==> config.mk <==
export PLATFORM = sky130hd
export DESIGN_NAME = quad_down_timer
export DESIGN_NICKNAME = d
export VERILOG_FILES = /design/src/rtl/qdt_pkg.sv /design/src/rtl/qdt_prescaler.sv /design/src/rtl/qdt_channel.sv /design/src/rtl/qdt_irq.sv /design/src/rtl/quad_down_timer.sv
export SDC_FILE = /design/constraint.sdc
export NUM_CORES = 1
export LEC_CHECK = 0
export ABC_AREA = 1
export BUFFER_PORTS_ARGS = -buffer_cell sky130_fd_sc_hd__buf_2
export CAP_MARGIN = 5
export CORE_ASPECT_RATIO = 2
export CORE_MARGIN = 2
export CORE_UTILIZATION = 55
export DETAILED_ROUTE_END_ITERATION = 8
export PLACE_DENSITY = 0.69
export SLEW_MARGIN = 5
export SYNTH_ARGS = -nofsm -noshare
export SYNTH_HDL_FRONTEND = slang
export SYNTH_HIERARCHICAL = 1
export SYNTH_SLANG_ARGS = --single-unit
==> constraint.sdc <==
create_clock -name clk -period 6.85 [get_ports clk]
set_clock_uncertainty 0.1 [all_clocks]
set_input_delay 0.685 -clock clk [delete_from_list [all_inputs] [get_ports clk]]
set_output_delay 0.685 -clock clk [all_outputs]
set_load 0.1 [all_outputs]
==> src/rtl/qdt_pkg.sv <==
package qdt_pkg;

    typedef enum logic [1:0] {
        CH_IDLE  = 2'd0,
        CH_COUNT = 2'd1,
        CH_DONE  = 2'd2
    } chan_state_e;

    // Control word, field positions are software visible
    typedef struct packed {
        logic       en;        // bit 7
        logic       periodic;  // bit 6
        logic [1:0] rsvd;      // bits 5:4, always zero
        logic [1:0] psel;      // bits 3:2
        logic       wide;      // bit 1
        logic       oneshot;   // bit 0
    } ctrl_t;

    localparam logic [7:0] CTRL_KEEP = 8'hCF;

endpackage

==> src/rtl/qdt_prescaler.sv <==
module qdt_prescaler #(
    parameter int PW = 8
) (
    input  logic       clk,
    input  logic       rst_n,
    input  logic       run,
    input  logic       restart,
    input  logic [1:0] psel,
    output logic       tick
);
    logic [PW-1:0] phase_q;
    logic [1:0]    code_eff;
    logic [PW-1:0] limit;

    // code 3 is reserved and behaves like code 2
    assign code_eff = (psel == 2'd3) ? 2'd2 : psel;
    assign limit    = PW'((1 << (4 * code_eff)) - 1);
    assign tick     = run && !restart && (phase_q >= limit);

    always_ff @(posedge clk) begin
        if (!rst_n || !run || restart) begin
            phase_q <= '0;
        end else if (phase_q >= limit) begin
            phase_q <= '0;
        end else begin
            phase_q <= phase_q + 1'b1;
        end
    end
endmodule

==> src/rtl/qdt_channel.sv <==
module qdt_channel
    import qdt_pkg::*;
#(
    parameter int DATA_W   = 32,
    parameter int NARROW_W = 16,
    parameter int PW       = 8
) (
    input  logic              clk,
    input  logic              rst_n,
    input  logic              ld_we,
    input  logic              ctrl_we,
    input  logic              bg_we,
    input  logic [DATA_W-1:0] wdata,
    output ctrl_t             ctrl_q,
    output logic [DATA_W-1:0] ld_q,
    output logic [DATA_W-1:0] bg_q,
    output logic [DATA_W-1:0] cnt_q,
    output logic [DATA_W-1:0] view_q,
    output logic              underflow
);
    localparam logic [DATA_W-1:0] NARROW_MASK =
        {{(DATA_W-NARROW_W){1'b0}}, {NARROW_W{1'b1}}};

    chan_state_e state_q, state_d;
    logic              run;
    logic              tick;
    logic [DATA_W-1:0] wmask;

    assign wmask     = ctrl_q.wide ? {DATA_W{1'b1}} : NARROW_MASK;
    assign view_q    = cnt_q & wmask;
    assign underflow = tick && (view_q == '0);

    qdt_prescaler #(.PW(PW)) presc_i (
        .clk     (clk),
        .rst_n   (rst_n),
        .run     (run),
        .restart (ld_we),
        .psel    (ctrl_q.psel),
        .tick    (tick)
    );

    // state register
    always_ff @(posedge clk) begin
        if (!rst_n) state_q <= CH_IDLE;
        else        state_q <= state_d;
    end

    // next state
    always_comb begin
        state_d = state_q;
        unique case (state_q)
            CH_IDLE:  if (ctrl_q.en) state_d = CH_COUNT;
            CH_COUNT: begin
                if (!ctrl_q.en)                         state_d = CH_IDLE;
                else if (underflow && ctrl_q.oneshot)   state_d = CH_DONE;
            end
            CH_DONE: begin
                if (!ctrl_q.en)  state_d = CH_IDLE;
                else if (ld_we)  state_d = CH_COUNT;
            end
            default: state_d = CH_IDLE;
        endcase
    end

    // outputs of the state machine
    always_comb begin
        unique case (state_q)
            CH_IDLE:  run = ctrl_q.en;
            CH_COUNT: run = ctrl_q.en;
            CH_DONE:  run = 1'b0;
            default:  run = 1'b0;
        endcase
    end

    always_ff @(posedge clk) begin
        if (!rst_n) begin
            ctrl_q <= '0;
            bg_q   <= '0;
        end else begin
            if (ctrl_we) ctrl_q <= ctrl_t'(wdata[7:0] & CTRL_KEEP);
            if (ld_we || bg_we) bg_q <= wdata;
        end
    end

    always_ff @(posedge clk) begin
        if (!rst_n) begin
            ld_q  <= '0;
            cnt_q <= '0;
        end else if (ld_we) begin
            ld_q  <= wdata;
            cnt_q <= wdata;
        end else if (tick) begin
            if (view_q != '0)          cnt_q <= view_q - 1'b1;
            else if (ctrl_q.oneshot)   cnt_q <= cnt_q;
            else if (ctrl_q.periodic)  cnt_q <= bg_q & wmask;
            else                       cnt_q <= wmask;
        end
    end
endmodule

==> src/rtl/qdt_irq.sv <==
module qdt_irq #(
    parameter int NUM_CH = 4
) (
    input  logic              clk,
    input  logic              rst_n,
    input  logic [NUM_CH-1:0] events,
    input  logic              mask_we,
    input  logic              clr_we,
    input  logic [NUM_CH-1:0] wbits,
    output logic [NUM_CH-1:0] raw_q,
    output logic [NUM_CH-1:0] mask_q,
    output logic              irq
);
    logic [NUM_CH-1:0] clr_bits;

    assign clr_bits = clr_we ? wbits : '0;
    assign irq      = |(raw_q & mask_q);

    always_ff @(posedge clk) begin
        if (!rst_n) begin
            raw_q  <= '0;
            mask_q <= '0;
        end else begin
            raw_q <= (raw_q & ~clr_bits) | events;
            if (mask_we) mask_q <= wbits;
        end
    end
endmodule

==> src/rtl/quad_down_timer.sv <==
module quad_down_timer
    import qdt_pkg::*;
#(
    parameter int NUM_CH   = 4,
    parameter int DATA_W   = 32,
    parameter int ADDR_W   = 12,
    parameter int NARROW_W = 16,
    parameter int PW       = 8
) (
    input  logic              clk,
    input  logic              rst_n,
    input  logic              bus_wr,
    input  logic [ADDR_W-1:0] bus_addr,
    input  logic [DATA_W-1:0] bus_wdata,
    output logic [DATA_W-1:0] bus_rdata,
    output logic              irq_out
);
    localparam int RW = ADDR_W - 4;

    logic [RW-1:0] region;
    logic [1:0]    sub;
    logic          aligned;
    logic          shared_hit;

    logic [NUM_CH-1:0]             ch_hit;
    logic [NUM_CH-1:0]             events;
    logic [NUM_CH-1:0]             raw_q;
    logic [NUM_CH-1:0]             mask_q;
    ctrl_t [NUM_CH-1:0]            ctrl_q;
    logic [NUM_CH-1:0][DATA_W-1:0] ld_q;
    logic [NUM_CH-1:0][DATA_W-1:0] bg_q;
    logic [NUM_CH-1:0][DATA_W-1:0] cnt_q;
    logic [NUM_CH-1:0][DATA_W-1:0] view_q;

    assign region     = bus_addr[ADDR_W-1:4];
    assign sub        = bus_addr[3:2];
    assign aligned    = (bus_addr[1:0] == 2'b00);
    assign shared_hit = aligned && (region == '0);

    generate
        for (genvar g = 0; g < NUM_CH; g++) begin : g_ch
            assign ch_hit[g] = aligned && (region == RW'(g + 1));
            qdt_channel #(
                .DATA_W   (DATA_W),
                .NARROW_W (NARROW_W),
                .PW       (PW)
            ) chan_i (
                .clk       (clk),
                .rst_n     (rst_n),
                .ld_we     (bus_wr && ch_hit[g] && (sub == 2'd0)),
                .ctrl_we   (bus_wr && ch_hit[g] && (sub == 2'd2)),
                .bg_we     (bus_wr && ch_hit[g] && (sub == 2'd3)),
                .wdata     (bus_wdata),
                .ctrl_q    (ctrl_q[g]),
                .ld_q      (ld_q[g]),
                .bg_q      (bg_q[g]),
                .cnt_q     (cnt_q[g]),
                .view_q    (view_q[g]),
                .underflow (events[g])
            );
        end
    endgenerate

    qdt_irq #(.NUM_CH(NUM_CH)) irq_i (
        .clk     (clk),
        .rst_n   (rst_n),
        .events  (events),
        .mask_we (bus_wr && shared_hit && (sub == 2'd0)),
        .clr_we  (bus_wr && shared_hit && (sub == 2'd3)),
        .wbits   (bus_wdata[NUM_CH-1:0]),
        .raw_q   (raw_q),
        .mask_q  (mask_q),
        .irq     (irq_out)
    );

    always_comb begin
        bus_rdata = '0;
        if (shared_hit) begin
            unique case (sub)
                2'd0: bus_rdata = DATA_W'(mask_q);
                2'd1: bus_rdata = DATA_W'(raw_q);
                2'd2: bus_rdata = DATA_W'(raw_q & mask_q);
                2'd3: bus_rdata = '0;
                default: bus_rdata = '0;
            endcase
        end
        for (int c = 0; c < NUM_CH; c++) begin
            if (ch_hit[c]) begin
                unique case (sub)
                    2'd0: bus_rdata = ld_q[c];
                    2'd1: bus_rdata = view_q[c];
                    2'd2: bus_rdata = DATA_W'(ctrl_q[c]);
                    2'd3: bus_rdata = bg_q[c];
                    default: bus_rdata = '0;
                endcase
            end
        end
    end
endmodule

# Word-level counts from Yosys, hierarchy flattened
# Index checks and enable logic that the tools add are counted.
op_classes:
  add_sub_neg: 12
  n_lt_le_gt_ge: 4
  eq_ne: 35
  shifts: 4
  muxes: 67
  n_bitwise: 13
  n_reduce_logical: 97
ops:
  columns: ["operator", "n"]
  rows:
  - ["$mux W32", 29]
  - ["$pmux W32 S4", 5]
  - ["$and A32 B32 Y32", 8]
  - ["$logic_not A32 Y1", 4]
  - ["$reduce_bool A32 Y1", 4]
  - ["$sub A32 B1 Y32 const B", 4]
  - ["$mux W2", 24]
  - ["$logic_and A1 B1 Y1", 40]
  - ["$add A8 B1 Y8 const B", 4]
  - ["$ge A8 B8 Y1", 4]
  - ["$shl A1 B4 Y8 const A", 4]
  - ["$sub A8 B2 Y8 const B", 4]
  - ["$ne A3 B2 Y1 const B", 8]
  - ["$pmux W2 S3", 4]
  - ["$eq A2 B2 Y1 const B", 10]
  - ["$eq A8 B2 Y1 const B", 2]
  - ["$reduce_or A2 Y1", 8]
  - ["$and A4 B4 Y4", 3]
  - ["$logic_not A2 Y1", 6]
  - ["$logic_or A1 B1 Y1", 12]
  - ["$ne A3 B3 Y1 const B", 4]
  - ["$reduce_and A3 Y1", 4]
  - ["$eq A2 B1 Y1 const B", 5]
  - ["$logic_not A1 Y1", 9]
  - ["11 further kinds", 23]
word_totals:
  ff_bits: 456
  in_bits: 47
  output_inout_bits: 33
  elab_cells: 274

# Logic depth before layout (Yosys ltp)
# Gate-level depths: netlist of run 1.
depth:
  word_depth: 12
  mapped_depth: 20
  ltp_nobuf: 19

# By module
# Netlist of run 1, hierarchy kept.
modules_own_cells:
  columns: ["mod", "instances", "cells_per_inst", "area_per_inst_um2", "seq_area_each_um2"]
  rows:
  - ["qdt_channel", 4, 907, 5651.7, 2082.0]
  - ["quad_down_timer", 1, 889, 4146.5, 0.0]
  - ["qdt_prescaler", 4, 77, 611.8, 160.2]
  - ["qdt_irq", 1, 43, 304.0, 160.2]

# Least setup slack after synthesis of run 1
# OpenSTA, ideal clock, no wires.
synth_path:
  path_type: "input port to output port"
  from: "input bus_addr[2]"
  to: "output bus_rdata[1]"
  t_arrival_ns: 2.798
  required_time_ns: 6.065
  setup_slack_ns: 3.267
  cell_stages: 9
  path_buffers: 3
  cell_sequence: "buf_4 inv_4 nand2_2 buf_4 buf_4 o211ai_1 o21bai_1 nor2_1 nor2_1"
synth_between:
  elab_chain_len: 7
  elab_cells_between_ends: 14
  cone_classes: "3 x eq/ne; 10 x mux; 1 x reduce/logical"
synth_lines:
  columns: ["element", "line_no", "text"]
  rows:
  - ["start, declared", "quad_down_timer.sv:13", "input logic [ADDR_W-1:0] bus_addr,"]
  - ["$eq A2 B2 Y1 (tied with other cells)", "quad_down_timer.sv:79, quad_down_timer.sv:89", null]
  - ["$pmux W32 S4", "quad_down_timer.sv:79", "unique case (sub)"]
  - ["$mux W32", "quad_down_timer.sv:78", "if (shared_hit) begin"]
  - ["$mux W32 (3 in series)", "quad_down_timer.sv:88", "if (ch_hit[c]) begin"]
  - ["$mux W32 *", "quad_down_timer.sv:88", null]
  - ["end, declared", "quad_down_timer.sv:15", "output logic [DATA_W-1:0] bus_rdata,"]
# Every way passes the cells marked *; elsewhere a longest branch is shown, timed or not. The select of a mux whose other input is x is not followed.

# Worst setup path after layout of run 1
layout_path:
  from: "input bus_addr[2]"
  to: "output bus_rdata[14]"
layout_between:
  elab_chain_len: 6
  elab_cells_between_ends: 12
  cone_classes: "3 x eq/ne; 8 x mux; 1 x reduce/logical"
layout_lines:
  columns: ["element", "line_no", "text"]
  rows:
  - ["$eq A2 B2 Y1 (tied with other cells)", "quad_down_timer.sv:89", "unique case (sub)"]
  - ["$pmux W32 S4", "quad_down_timer.sv:89", null]
  - ["$mux W32 (3 in series)", "quad_down_timer.sv:88", null]
  - ["$mux W32 *", "quad_down_timer.sv:88", null]
# Every way passes the cells marked *; elsewhere a longest branch is shown, timed or not.

==> impl_metrics.tcl, run 1 <==
set metrics [dict create \
    status "finished clean" \
    p_leak_uw 0.01445 \
    portBuffers 79 \
    synth-seq-area-share 0.3094 \
    die_y_um 331.6 \
    avgSynthCellArea_um2 6.061 \
    period_needed_ns 4.637 \
    hold_viol_final 0 \
    synth_top_area_frac 0.3094 \
    viasPerCell 5.776 \
    drtIter0Drc 2656 \
    dp.cells 5352 \
    cts_root_buf "clkbuf_16" \
    crit_path_start_kind "input pin" \
    synthesis.area_mm2 0.02950 \
    fp.dieW_um 167.8 \
    wl_per_cell_um 20.34 \
    synth_top_area_cell "dfxtp_1" \
    cts-buffers-inserted 45 \
    worst_pin_slew_ns 1.176 \
    rsz0062_at_grt "no" \
    grt_first_pass_wirelength_um 168700 \
    crit_required_ns 6.06 \
    core_area_mm2 0.05330 \
    worstPathArrival_ns 3.85 \
    synthFlopType "dfxtp_1" \
    cts_resized 0 \
    ys_seq_elements 456 \
    post_cts_buffers 0 \
    ir_worst_vdd_mv 0.2119 \
    multi_input_area_mm2 0.01747 \
    synth.distinct_cells 40 \
    drv_cap 0 \
    first_pass_iters 7 \
    fill_cells 5534 \
    gr-total-overflow 0 \
    drc 0 \
    end_kind "output port" \
    cts_tree "done" \
    grt_usage 0.3888 \
    worst_slack_ns 2.213 \
    fmax_mhz 215.7 \
    cts_hold_buf 0 \
    synthCells 4868 \
    ys_warn_count 6 \
    synthToLayoutAreaGrowth_pct 3.990 \
    clock-sinks 456 \
    async_flop_share 0 \
    dpl.hpwl_um 77240 \
    gp_congestion 1.057 \
    grt_max_degree 84 \
    finalCritPeriodShare 0.6769 \
    crit_fanout 39 \
    dieArea_mm2 0.05563 \
    utilization 0.5756 \
    rows 120 \
    num-nets-final 4823 \
    cts_max_level 2 \
    drv_slew 0 \
    fin_tns_setup_ns 0 \
    final_antenna_net_count 0 \
    grt_pass1_vias 30470 \
    synth-edff-count 0 \
    clockBufferDepth 3 \
    synth_most_common_cell "nand2_1" \
    place_ws_ns 2.222 \
    clkTransAtPathRegs_ns 0.06 \
    drive_gt1_frac 0.09139 \
    power_density_mw_per_mm2 176.7 \
    initial_core_util 0.5535 \
    ios 80 \
    drt_wl_total_um 110500 \
    clk_latency_ns 0.60 \
    synth_common_cells "nand2_1 (1529), nor2_1 (897), dfxtp_1 (456)" \
    hold_path.class "reg -> reg" \
    finalSetupViolCount 0 \
    vias 31370 \
    antenna_found_initial 3 \
    slew-limit-headroom 0.2152 \
    path_class "in -> out" \
    synth_area_leaders "dfxtp_1 (31%), nand2_1 (19%), nor2_1 (11%), a21oi_1 (5.8%), o21ai_0 (5.1%)" \
    seq_area_mm2 0.009130 \
    finalNonFillerCells 5432 \
]
[metal layers]
metal | global-route usage | up-vias | part of all wire
met3 | 0.04630 | 512 | 0.068
met1 | 0.4092 | 14300 | 0.34
met2 | 0.6799 | 1480 | 0.49
met5 | 0 | - | 0.00012
met4 | 0.3378 | 2 | 0.095
li1 | - | 15080 | -
[state kept, by name (all words and copies together), names as in the netlist]
register	cells
g_ch.chan_i/presc_i/phase_q	32
g_ch.chan_i/cnt_q	128
irq_i/raw_q	4
g_ch.chan_i/bg_q	128
irq_i/mask_q	4
g_ch.chan_i/ctrl_q	24
g_ch.chan_i/ld_q	128
g_ch.chan_i/state_q	8
[per-stage QoR]
stage	power [uW]	area [um2]	hold slack, ns
after global placement	2957	29260	0.3443
after floorplan	2843	29520	0.3353
after detailed placement	2958	29260	0.3480
after global routing	5543	30680	0.3758
final	5422	30680	0.3602
after CTS	5434	30680	0.3580
[path summary, 6_finish.rpt]
path | start | endpoint | slack, ns | cells past startpoint
worst max-delay path | bus_addr[2] | bus_rdata[14] | 2.21 | 11
worst min-delay path | g_ch[3].chan_i/ld_q[4] | g_ch[3].chan_i/ld_q[4] | 0.36 | 2
worst max register to register | g_ch[0].chan_i/ctrl_q[3] | g_ch[0].chan_i/state_q[1] | 3.48 | 16
worst min register to register | g_ch[3].chan_i/ld_q[4] | g_ch[3].chan_i/ld_q[4] | 0.36 | 2
[area by class of cell]
class	count	area share
clock inverters	20	0.005750
inverters	302	0.03719
well taps	671	0.02736
clock buffers	59	0.04037
flip-flops and latches	456	0.2976
multi-input cells	3808	0.5694
diodes	1	0.00008156
repair buffers	115	0.02231
[critical path: stages]
cell and delay [ns]:
buf_2 0.22, inv_4 0.21, nor2_4 0.81, buf_4 0.59, nand2_1 0.10, nand3_1 0.12, nand2_2 0.07, nand3_2 0.10
nand3_1 0.09, nand2_1 0.31, buf_2 0.50
[power by group]
group | total [uW] | leakage, uW | switching, uW | internal (uW)
logic | 255 | 0.0101 | 211 | 44.4
clock network | 2520 | 0.000696 | 1160 | 1350
registers | 2650 | 0.00367 | 0.624 | 2650
[cells by family after synthesis]
group / synth area share
compound gates: 0.1287
xor+xnor: 0.009499
fa+ha+maj: 0.02036
buf+inv: 0.1005
flops: 0.3094
other cells: 0.0005087
simple gates: 0.4310
[layout by cell type (no fill, tap or decap), types with 45 or more instances in the layout]
master,netlist,routed
ha_1,48,48
inv_1,289,285
dfxtp_1,456,455
o21ai_1,52,52
nand3_1,283,283
o21ai_0,299,299
a21oi_1,339,339
nand2_1,1529,1529
nor2_2,47,50
buf_2,58,78
nor2_1,897,889
clkbuf_16,0,45
nand2_2,63,63
(Power assumes the default switching activity.)
==> run 2, diff against run 1 <==
==> constraint.sdc (replaced) <==
create_clock -name clk -period 4.59 [get_ports clk]
set_clock_uncertainty 0.1 [all_clocks]
set_input_delay 0.459 -clock clk [delete_from_list [all_inputs] [get_ports clk]]
set_output_delay 0.459 -clock clk [all_outputs]
set_load 0.1 [all_outputs]
==> run 2 against run 1 <==
Effect of this change: flip-flop and latch count stayed put; global-route usage is 0.95 points higher; worst setup slack worse by 1.5 ns; non-clock buffer count is 13 higher; critical path depth stayed put; die area stayed put; final area is 0.55% higher; sequential power is 49% higher; wire length is 2.5% higher; first-iteration DRC count is 25% higher; cell count is 0.15% higher; critical path type unchanged; largest cell class unchanged.
==> impl_metrics.tcl, run 2 (synthesized netlist as in run 1, its figures left out) <==
set metrics [dict create \
    cts_root_buf "clkbuf_16" \
    crit_required_ns 4.03 \
    grt_pass1_vias 30090 \
    finalCritPeriodShare 0.8478 \
    gr-total-overflow 0 \
    p_leak_uw 0.01453 \
    fin_tns_setup_ns 0 \
    p_switching_uw 2029 \
    portBuffers 79 \
    clockBufferDepth 3 \
    core_area_mm2 0.05330 \
    crit_path_start_kind "input pin" \
    final_common_cell "nand2_1" \
    reg2reg_slack_ns 1.32 \
    fill_cells 5522 \
    worstPathArrival_ns 3.33 \
    fmax_mhz 257.0 \
    holdPathStages 3 \
    stdcell_area_mm2 0.03085 \
    dieArea_mm2 0.05563 \
    p_seq_frac 0.485 \
    power.share.combinational 0.048 \
    period_needed_ns 3.892 \
    drt_wl_total_um 113300 \
    ios 80 \
    final_antenna_net_count 0 \
    gp_congestion 1.068 \
    seq_area_mm2 0.009130 \
    power.total_uw 8167 \
    grt_first_pass_wirelength_um 172200 \
    reg2reg_from "g_ch[1].chan_i/ctrl_q[1]" \
    post_cts_buffers 0 \
    num-nets-final 4836 \
    rows 120 \
    drv_slew 0 \
    crit_fanout 51 \
    place_ws_ns 0.9183 \
    placed_cell_area_mm2 0.02942 \
    cts_tree "done" \
    worst_slack_ns 0.6984 \
    slew-limit-headroom 0.2111 \
    power.internal_uw 6138 \
    dp.cells 5365 \
    cts_max_level 2 \
    vias 31750 \
    clkTransAtPathRegs_ns 0.07 \
    grt_max_degree 121 \
    drv_cap 0 \
    hold_start "bus_wdata[15]" \
    largest_registers "g_ch.chan_i/bg_q (128), g_ch.chan_i/cnt_q (128), g_ch.chan_i/ld_q (128)" \
    finalNonFillerCells 5440 \
    grt_usage 0.3983 \
    antennaDiodeCount 0 \
    hold_end "g_ch[2].chan_i/ld_q[15]" \
    ir_worst_vdd_mv 0.2893 \
    viasPerCell 5.836 \
    finalSetupViolCount 0 \
    initial_core_util 0.5535 \
    clock-sinks 456 \
    worst_r2r_endpoint "g_ch[1].chan_i/cnt_q[4]" \
    antenna_found_initial 2 \
    final_cell_mix "nand2_1 (1529), nor2_1 (889), dfxtp_1 (455)" \
    wl_per_cell_um 20.82 \
    drive_gt1_frac 0.09310 \
    cts_hold_buf 0 \
    worst_pin_slew_ns 1.182 \
    end_kind "output port" \
    multi_input_area_mm2 0.01747 \
    hold_path.class "in -> reg" \
    synthToLayoutAreaGrowth_pct 4.567 \
    power_density_mw_per_mm2 264.7 \
    r2r_cells 12 \
    pwr-share-clk 0.468 \
    clk_latency_ns 0.59 \
    path_class "in -> out" \
    switching_share 0.2484 \
    cts-buffers-inserted 45 \
    drc 0 \
    dpl.hpwl_um 79970 \
    cts_resized 0 \
    fp.dieW_um 167.8 \
    hold_viol_final 0 \
    status "finished clean" \
    rsz0062_at_grt "no" \
    die_y_um 331.6 \
    drtIter0Drc 3321 \
    first_pass_iters 6 \
]
[run 2: worst max-delay path: stages]
cell and delay [ns]:
buf_2 0.25, nand2_2 0.30, inv_4 0.58, buf_12 0.31
nand2_1 0.08, nand3_1 0.09, nand2_1 0.06, nand3_2 0.18
nand3_1 0.09, nand2_1 0.34, buf_2 0.50
[run 2: metrics by stage]
step | hold slack (ns) | util
detailed placement | 0.3519 | 0.5520
global placement | 0.3489 | 0.5520
floorplan | 0.3353 | -
global route | 0.1995 | 0.5788
finish | 0.1751 | 0.5788
CTS | 0.1493 | 0.5788
[run 2: final cells by class]
type,count,area share
multi-input combinational,3808,0.5662
sequential,456,0.2959
tap,671,0.02721
timing repair buffer,128,0.02737
inverter,302,0.03699
clock inverter,13,0.004785
clock buffer,62,0.04149
[run 2: worst max path at each step]
| stage | slack (ns) | start | end |
|---|---|---|---|
| detailed placement | 0.92 | bus_addr[3] | bus_rdata[13] |
| finish | 0.70 | bus_addr[3] | bus_rdata[13] |
| CTS | 0.91 | bus_addr[3] | bus_rdata[13] |
| global route | 0.62 | bus_addr[3] | bus_rdata[13] |
| floorplan | 1.46 | bus_addr[2] | bus_rdata[1] |
| global placement | 0.97 | bus_addr[3] | bus_rdata[13] |
[run 2: layer usage]
layer  global-route usage  wire length (um)  vias up  share of wire
li1                     -                 -    15110              -
met1               0.4277             38940    14440           0.34
met2               0.6881             55010     1617           0.49
met3              0.05524              8437      576          0.074
met4               0.3306             10890        2          0.096
met5                    0                13        -        0.00011
[run 2: power groups by stage]
stage	Sequential, uW	Combinational (uW)	Clock, uW
6_report	3960	389	3820
5_1_grt	3950	404	3970
4_1_cts	3960	374	3850
3_5_place_dp	4050	374	0
3_3_place_gp	4050	372	0
2_1_floorplan	4050	196	0
